**src/rtl/row_seq_pkg.sv**
```systemverilog
package row_seq_pkg;
  typedef enum logic [2:0] {
    ST_IDLE,
    ST_GATE,
    ST_SMP1,
    ST_CLEAR,
    ST_SETTLE,
    ST_SMP2,
    ST_SUB
  } seq_state_e;
endpackage

```
**src/rtl/row_seq_timer.sv**
```systemverilog
module row_seq_timer #(
  parameter int LEN_W = 8
) (
  input  logic             clk_i,
  input  logic             rst_ni,
  input  logic             load_i,
  input  logic [LEN_W-1:0] len_i,
  output logic             done_o
);
  logic [LEN_W-1:0] cnt_q;

  always_ff @(posedge clk_i or negedge rst_ni) begin
    if (!rst_ni) begin
      cnt_q <= LEN_W'(1);
    end else if (load_i) begin
      cnt_q <= (len_i == '0) ? LEN_W'(1) : len_i; // zero clamps to one
    end else if (cnt_q > LEN_W'(1)) begin
      cnt_q <= cnt_q - LEN_W'(1);
    end
  end

  assign done_o = (cnt_q == LEN_W'(1));
endmodule

```
**src/rtl/row_seq_ctrl.sv**
```systemverilog
module row_seq_ctrl
  import row_seq_pkg::*;
#(
  parameter int ROWS  = 64,
  parameter int LEN_W = 8,
  localparam int ROW_W = $clog2(ROWS)
) (
  input  logic             clk_i,
  input  logic             rst_ni,
  input  logic             start_i,
  input  logic             trig_i,
  input  logic             stop_i,
  input  logic [LEN_W-1:0] gate_len_i,
  input  logic [LEN_W-1:0] clr_len_i,
  input  logic [LEN_W-1:0] settle_len_i,
  input  logic             done_i,
  output logic             load_o,
  output logic [LEN_W-1:0] len_o,
  output seq_state_e       state_o,
  output logic [ROW_W-1:0] row_o,
  output logic             frame_start_o
);
  localparam logic [ROW_W-1:0] LAST_ROW = ROW_W'(ROWS - 1);

  seq_state_e       state_q, state_d;
  logic [ROW_W-1:0] row_q;
  logic             single_q, stop_pend_q, frame_q;
  logic             go, adv;

  always_comb begin
    state_d = state_q;
    load_o  = 1'b0;
    len_o   = '0;
    go      = 1'b0;
    adv     = 1'b0;
    unique case (state_q)
      ST_IDLE: if (start_i || trig_i) begin
        state_d = ST_GATE;
        load_o  = 1'b1;
        len_o   = gate_len_i;
        go      = 1'b1;
      end
      ST_GATE: if (done_i) state_d = ST_SMP1;
      ST_SMP1: begin
        state_d = ST_CLEAR;
        load_o  = 1'b1;
        len_o   = clr_len_i;
      end
      ST_CLEAR: if (done_i) begin
        state_d = ST_SETTLE;
        load_o  = 1'b1;
        len_o   = settle_len_i;
      end
      ST_SETTLE: if (done_i) state_d = ST_SMP2;
      ST_SMP2: state_d = ST_SUB;
      ST_SUB: begin
        if (stop_pend_q || stop_i || (single_q && row_q == LAST_ROW)) begin
          state_d = ST_IDLE;
        end else begin
          state_d = ST_GATE;
          load_o  = 1'b1;
          len_o   = gate_len_i;
          adv     = 1'b1;
        end
      end
      default: state_d = ST_IDLE;
    endcase
  end

  always_ff @(posedge clk_i or negedge rst_ni) begin
    if (!rst_ni) begin
      state_q     <= ST_IDLE;
      row_q       <= '0;
      single_q    <= 1'b0;
      stop_pend_q <= 1'b0;
      frame_q     <= 1'b0;
    end else begin
      state_q <= state_d;
      frame_q <= go || (adv && row_q == LAST_ROW);
      if (go) begin
        row_q    <= '0;
        single_q <= !start_i;
      end else if (adv) begin
        row_q <= (row_q == LAST_ROW) ? '0 : row_q + ROW_W'(1);
      end
      if (state_d == ST_IDLE)                stop_pend_q <= 1'b0;
      else if (stop_i && state_q != ST_IDLE) stop_pend_q <= 1'b1;
    end
  end

  assign state_o       = state_q;
  assign row_o         = row_q;
  assign frame_start_o = frame_q;
endmodule

```
**src/rtl/row_seq_decode.sv**
```systemverilog
module row_seq_decode #(
  parameter int ROWS = 64,
  localparam int ROW_W = $clog2(ROWS)
) (
  input  logic [ROW_W-1:0] row_i,
  input  logic             gate_en_i,
  input  logic             clear_en_i,
  output logic [ROWS-1:0]  gate_o,
  output logic [ROWS-1:0]  clear_o
);
  for (genvar r = 0; r < ROWS; r++) begin : g_row
    logic hit;
    assign hit        = (row_i == ROW_W'(r));
    assign gate_o[r]  = hit && gate_en_i;
    assign clear_o[r] = hit && clear_en_i;
  end
endmodule

```
**src/rtl/row_seq.sv**
```systemverilog
module row_seq
  import row_seq_pkg::*;
#(
  parameter int ROWS  = 64,
  parameter int LEN_W = 8,
  localparam int ROW_W = $clog2(ROWS)
) (
  input  logic             clk_i,
  input  logic             rst_ni,
  input  logic             start_i,
  input  logic             trig_i,
  input  logic             stop_i,
  input  logic [LEN_W-1:0] gate_len_i,
  input  logic [LEN_W-1:0] clr_len_i,
  input  logic [LEN_W-1:0] settle_len_i,
  output logic             busy_o,
  output logic             frame_start_o,
  output logic [ROWS-1:0]  gate_o,
  output logic [ROWS-1:0]  clear_o,
  output logic             smp_stb_o,
  output logic             smp_second_o,
  output logic             sub_stb_o,
  output logic [ROW_W-1:0] row_o
);
  seq_state_e       state;
  logic             load, done;
  logic [LEN_W-1:0] len;

  row_seq_timer #(.LEN_W(LEN_W)) i_timer (
    .clk_i (clk_i),
    .rst_ni(rst_ni),
    .load_i(load),
    .len_i (len),
    .done_o(done)
  );

  row_seq_ctrl #(.ROWS(ROWS), .LEN_W(LEN_W)) i_ctrl (
    .clk_i        (clk_i),
    .rst_ni       (rst_ni),
    .start_i      (start_i),
    .trig_i       (trig_i),
    .stop_i       (stop_i),
    .gate_len_i   (gate_len_i),
    .clr_len_i    (clr_len_i),
    .settle_len_i (settle_len_i),
    .done_i       (done),
    .load_o       (load),
    .len_o        (len),
    .state_o      (state),
    .row_o        (row_o),
    .frame_start_o(frame_start_o)
  );

  assign busy_o       = (state != ST_IDLE);
  assign smp_stb_o    = (state == ST_SMP1) || (state == ST_SMP2);
  assign smp_second_o = (state == ST_SMP2);
  assign sub_stb_o    = (state == ST_SUB);

  row_seq_decode #(.ROWS(ROWS)) i_decode (
    .row_i     (row_o),
    .gate_en_i (busy_o),
    .clear_en_i(state == ST_CLEAR),
    .gate_o    (gate_o),
    .clear_o   (clear_o)
  );
endmodule

```
**config.mk**
```make
export PLATFORM = sky130hd
export DESIGN_NAME = row_seq
export DESIGN_NICKNAME = d
export VERILOG_FILES = /design/src/rtl/row_seq_pkg.sv /design/src/rtl/row_seq_timer.sv /design/src/rtl/row_seq_ctrl.sv /design/src/rtl/row_seq_decode.sv /design/src/rtl/row_seq.sv
export SDC_FILE = /design/constraint.sdc
export NUM_CORES = 1
export LEC_CHECK = 0
export BUFFER_PORTS_ARGS = -buffer_cell sky130_fd_sc_hd__buf_4
export CAP_MARGIN = 20
export CELL_PAD_IN_SITES_DETAIL_PLACEMENT = 0
export CELL_PAD_IN_SITES_GLOBAL_PLACEMENT = 1
export CORE_ASPECT_RATIO = 0.6
export CORE_MARGIN = 4
export CORE_UTILIZATION = 25
export DETAILED_ROUTE_END_ITERATION = 16
export HOLD_SLACK_MARGIN = 0.03
export PLACE_DENSITY = 0.78
export SYNTH_ARGS = -nofsm -noshare
export SYNTH_HDL_FRONTEND = slang
export SYNTH_SLANG_ARGS = --single-unit
```
**constraint.sdc**
```tcl
create_clock -name clk_i -period 2.8 [get_ports clk_i]
set_clock_uncertainty 0.1 [all_clocks]
set_input_delay 0.42 -clock clk_i [delete_from_list [all_inputs] [get_ports clk_i]]
set_output_delay 0.42 -clock clk_i [all_outputs]
set_load 0.005 [all_outputs]
```
* Yosys cells after proc, flatten, opt, wreduce, memory -nomap -nowiden
Cells that the tools add are included.
** Word-level totals
- ROM bits :: 0
- Memory bits (writable) :: 0
- Register bits :: 20
- Logic and storage cells :: 248
- Latch bits :: 0
- Memories kept :: 0
- Bits of input ports :: 29
** Operators by class
- Bitwise operators :: 0
- Divide/modulo/power cells :: 0
- Equality and inequality tests :: 70
- $add $sub $neg :: 2
- Mux-type cells :: 24
- Reductions and logical operators :: 145
- Magnitude comparators :: 1
- Multiply operators :: 0
- Shifts and indexed selects :: 0
** Operator list (number)
- $eq 6x6->1 const B :: 32
- $logic_and 1x1->1 :: 131
- $eq 6x5->1 const B :: 16
- $eq 6x4->1 const B :: 8
- $mux 8 :: 6
- $pmux 8 s4 :: 1
- $eq 6x3->1 const B :: 4
- $pmux 3 s7 :: 1
- $mux 6 :: 3
- $eq 6x2->1 const B :: 2
- $mux 3 :: 4
- $eq 3x3->1 const B :: 3
- $eq 8x1->1 const B :: 1
- $gt 8x1->1 const B :: 1
- $logic_not 8->1 :: 1
- $mux 1 :: 8
- $sub 8x1->8 const B :: 1
- $add 6x1->6 const B :: 1
- $eq 3x2->1 const B :: 2
- $eq 6x1->1 const B :: 1
- $logic_not 3->1 :: 2
- $logic_not 6->1 :: 1
- $reduce_bool 2->1 :: 3
- $logic_or 1x1->1 :: 5
- other kinds (4) :: 4

* Depth between registers and ports, before layout
- Word-level depth :: 8
- Depth in mapped cells :: 8
- Gate-level depth less buffers :: 7

* Modules after synthesis
From an unflattened synthesis, not the netlist that was laid out.
** Unflattened totals
- Cell total of the unflattened synthesis :: 336
- Area total of the unflattened synthesis :: 2292.2 µm²
** By module, submodules not included
- row_seq_decode :: cells an instance 179, times used 1, area an instance 869.6 µm², seq. area each 0.0 µm²
- row_seq_ctrl :: cells an instance 89, times used 1, area an instance 834.6 µm², seq. area each 300.3 µm²
- row_seq_timer :: cells an instance 61, times used 1, area an instance 544.3 µm², seq. area each 201.4 µm²
- row_seq :: cells an instance 7, times used 1, area an instance 43.8 µm², seq. area each 0.0 µm²

* Worst setup path before layout
Ideal clock, no wire load.
- Kind :: register to register
- Start point :: register i_timer.cnt_q[0]
- End point :: register i_timer.cnt_q[3]
- Stages on the path, launching flop included :: 8
- Data arrival time :: 1893 ps
- Path buffers :: 1
- Setup time :: 131 ps
- Path slack :: 676 ps
- Clock period less this slack :: 2124 ps
- Path through :: dfstp_2 -> ha_1 -> or3b_2 -> nor3_4 -> buf_6 -> nor2_4 -> a211oi_1 -> nor3_1
** Between the ends
- Word-level cells in the longest chain between the ends :: 6
** RTL lines
- start, declared :: line row_seq_timer.sv:10 : logic [LEN_W-1:0] cnt_q;
- start signal, assigned :: line row_seq_timer.sv:16 : cnt_q <= (len_i == '0) ? LEN_W'(1) : len_i;
- start signal, assigned :: line row_seq_timer.sv:18 : cnt_q <= cnt_q - LEN_W'(1);
- $eq 8x1->1 :: line row_seq_timer.sv:22 : assign done_o = (cnt_q == LEN_W'(1));
- $mux 8 :: line row_seq_ctrl.sv:49 : ST_CLEAR: if (done_i) begin
- $pmux 8 s4 :: line row_seq_ctrl.sv:36 : unique case (state_q)
- $logic_not 8->1 :: line row_seq_timer.sv:16
- $mux 8 :: line row_seq_timer.sv:16
- $mux 8 :: line row_seq_timer.sv:15 : end else if (load_i) begin
Several ways; a longest one is shown, not always the timed one. The select of a mux whose other input is x is not followed.
A chain may end at the register's enable or synchronous reset.

* Worst setup path after layout
Ends and elaborated chain as after synthesis.

==> summary.md <==
| Metric | Value |
|---|---|
| Final setup violation count | 0 |
| Max-Cap Viols | 0 |
| Routed Antenna Nets | 0 |
| Share of the synthesized area in the top cell type | between 20% and 30% |
| Fin nets | 523 |
| Clock buffer depth | 2 |
| Initial core utilization | 26.4% |
| Row cnt | 25 |
| Yosys reg bits | 20 |
| CTS resizes | 0 |
| Slowest-stage cell, CP | dfstp_2 |
| Largest net degree at the start of global routing | 21 |
| Layout cells sized above 1 | 40.7% |
| Area delta synth->final | 67.8% |
| Crit-path cells | ha_1 > or3b_2 > nor3_4 > nor2_4 > a211oi_1 > nor3_1 |
| Dominant synthesized flop cell | dfrtp_1 |
| Via Count | a little under 3,000 |
| Largest area contributor in the netlist | nor2_1 |
| CP max FO | 12 |
| Syn Inst Count | 328 |
| Status | completed |
| Initial DRC count | 214 |
| Wire length per cell | 17.3 µm |
| Final WL | 10,300 µm |
| CP arrival | 2520 ps |
| Delay of the slowest critical-path stage | 570 ps |
| Core area | 8070 µm² |
| Post-Syn Area | 2130 µm² |
| Ant diodes | 0 |
| Worst-path clk slew | ~60 ps |
| Asr flop ratio synth | 100% |
| Worst-Margin Slew | 734 ps |
| Width of the die | about 130 µm |
| Register area share after synthesis | 23.6% |
| Maximum clock frequency | 400 MHz |
| Vias per inst | around 4.9 |
| Initial DRT Pass Iterations | 5 |
| Max-slew violations | 0 |
| Syn_area_per_cell | 6.49 µm² |
| Crit. End Element | register |
| Final WS setup | 300 ps |
| Period utilization | about nine tenths |
| Port bufs | between 150 and 200 |
| Detail Placement HPWL | 8200 µm |
| Crit path time final | 2500 ps |
| CTS Buf Count | 3 |
| Root Driver | clkbuf_16 |
| Gp weighted congestion | 0.885 |
| First-pass GRT wire length | 15,800 µm |
| VDD IR max | about 0.33 mV |
| Hold Slack | 263 ps |
| Clock latency on the worst-skew pair | 250 ps |
| Clk sink count | 20 |
| Final hold vios | 0 |
| Vias in the first global route | 2,783 |
| Worst EP required | 2820 ps |
| Die area | 10,100 µm² |
| Setup TNS | 0 ps |
| Post-synth EDFFs | 0 |
| Filler Cell Count | 856 |
| Total gr overflow | 0 |
| # IOs | 168 |
| Crit path kind | reg2reg |
| Bufs and invs on worst path | 0 |
| Synth Warn # | 0 |
| Crit path max-delay family | simple AND/OR/NAND/NOR gates |
| Startpoint Class | register |
| CTS tree | done |
| Final Non-Filler Cells | 595 |
| Post-layout util | 44.2% |
| Main area contributors after synthesis | nor2_1 27%, dfrtp_1 22%, nand2_1 4.6% |
| Relative slew slack | 50.9% |
| Initial antenna violation count | 0 |
| Pwr Density | 434 nW/µm² |
| Leak | ~1.8 nW |
| Pre-CTS setup slack | 342 ps |
| Residual DRC count | 0 |
| Hold crit path type | in2reg |
| Total track usage | 19.4% |
| Die Ht | slightly below 80 µm |
| Unrepaired setup endpoints after global routing | no |
| H-tree levels | 1 |
| Placed insts | 590 |
| Unique masters post-synth | 53 |
| Syn Nets | 363 |
==> stage by stage <==
step	instance area, µm²	power (W)
6_report	3570	0.00155
5_1_grt	3570	0.00167
4_1_cts	3570	0.00155
3_5_place_dp	3470	0.00121
3_3_place_gp	3470	0.00121
2_1_floorplan	2130	0.000976
==> layout make-up <==
class	instances	area, µm²	area share (%)
repair buffers	174	1310	36.7
well taps	108	135	3.78
multi-input cells	280	1500	42.1
inverters	9	33.8	0.946
flip-flops and latches	20	502	14.1
clock buffers	4	88.8	2.49
==> cell usage after synthesis (5+ instances only) <==
cell type	n
nand2_1	26
o21ai_1	7
inv_1	8
nor2_1	151
nand3_1	9
xnor2_1	7
dfrtp_1	19
buf_2	6
clkbuf_1	10
nor4_1	6
a21oi_1	9
ha_1	6
nor2b_1	5
==> state kept, by name, indices dropped and copies added (netlist names) <==
| register | flops |
|---|---|
| i_ctrl.frame_start_o | 1 |
| i_ctrl.single_q | 1 |
| i_timer.cnt_q | 8 |
| i_ctrl.stop_pend_q | 1 |
| i_ctrl.state_o | 3 |
| i_ctrl.row_o | 6 |
==> logic make-up after synthesis <==
family,synth area share (%)
AOI/OAI and AO/OA,14.6
xor gates and xnor gates,3.29
adders and majority gates,3.53
buffers and inverters,5.82
DFF,23.6
muxes,1.94
and+or+nand+nor,47.2
==> routing by layer <==
layer  vias up  track usage, %  routed length (µm)
met4         0            4.07                 209
met1      1371            28.0                4750
met5         -               0                   0
met3        16            2.87                 580
li1       1407               -                   -
met2       108            30.5                4730
==> power by group <==
part           switching (W)  internal, W  leakage, nW  total [W]
clock               0.000109     0.000218       0.0442   0.000326
combinational       0.000398     0.000325         1.48   0.000723
sequential          0.000120     0.000382        0.243   0.000502
total               0.000627     0.000924         1.77    0.00155
==> path summary, 6_finish.rpt <==
check	start	end	slack, ps	cells past startpoint
setup / recovery	i_timer.cnt_q[0]	i_timer.cnt_q[3]	300	6
max in group asynchronous	rst_ni	i_timer.cnt_q[0]	1810	2
hold reg to reg	i_ctrl.stop_pend_q	i_ctrl.stop_pend_q	440	2
min in group asynchronous	rst_ni	i_timer.cnt_q[4]	520	2
hold / removal	start_i	i_ctrl.single_q	260	2
setup reg to reg	i_timer.cnt_q[0]	i_timer.cnt_q[3]	300	6
==> timing repair <==
action                    4_1_cts  5_1_grt
hold endpoints to repair       19        0
hold buffers                    1        0
setup buffers                   0        0
==> layout by cell type (no fill, tap or decap), types with 4 or more instances in the layout <==
cell type / count
buf_4: 173
nor2_1: 151
nand2_1: 26
dfrtp_1: 19
nand3_1: 9
a21oi_1: 9
inv_1: 8
o21ai_1: 7
xnor2_1: 7
nor4_1: 6
ha_1: 6
nor2b_1: 5
nor3_1: 4
Note: power is estimated with default switching activity, not from simulation.
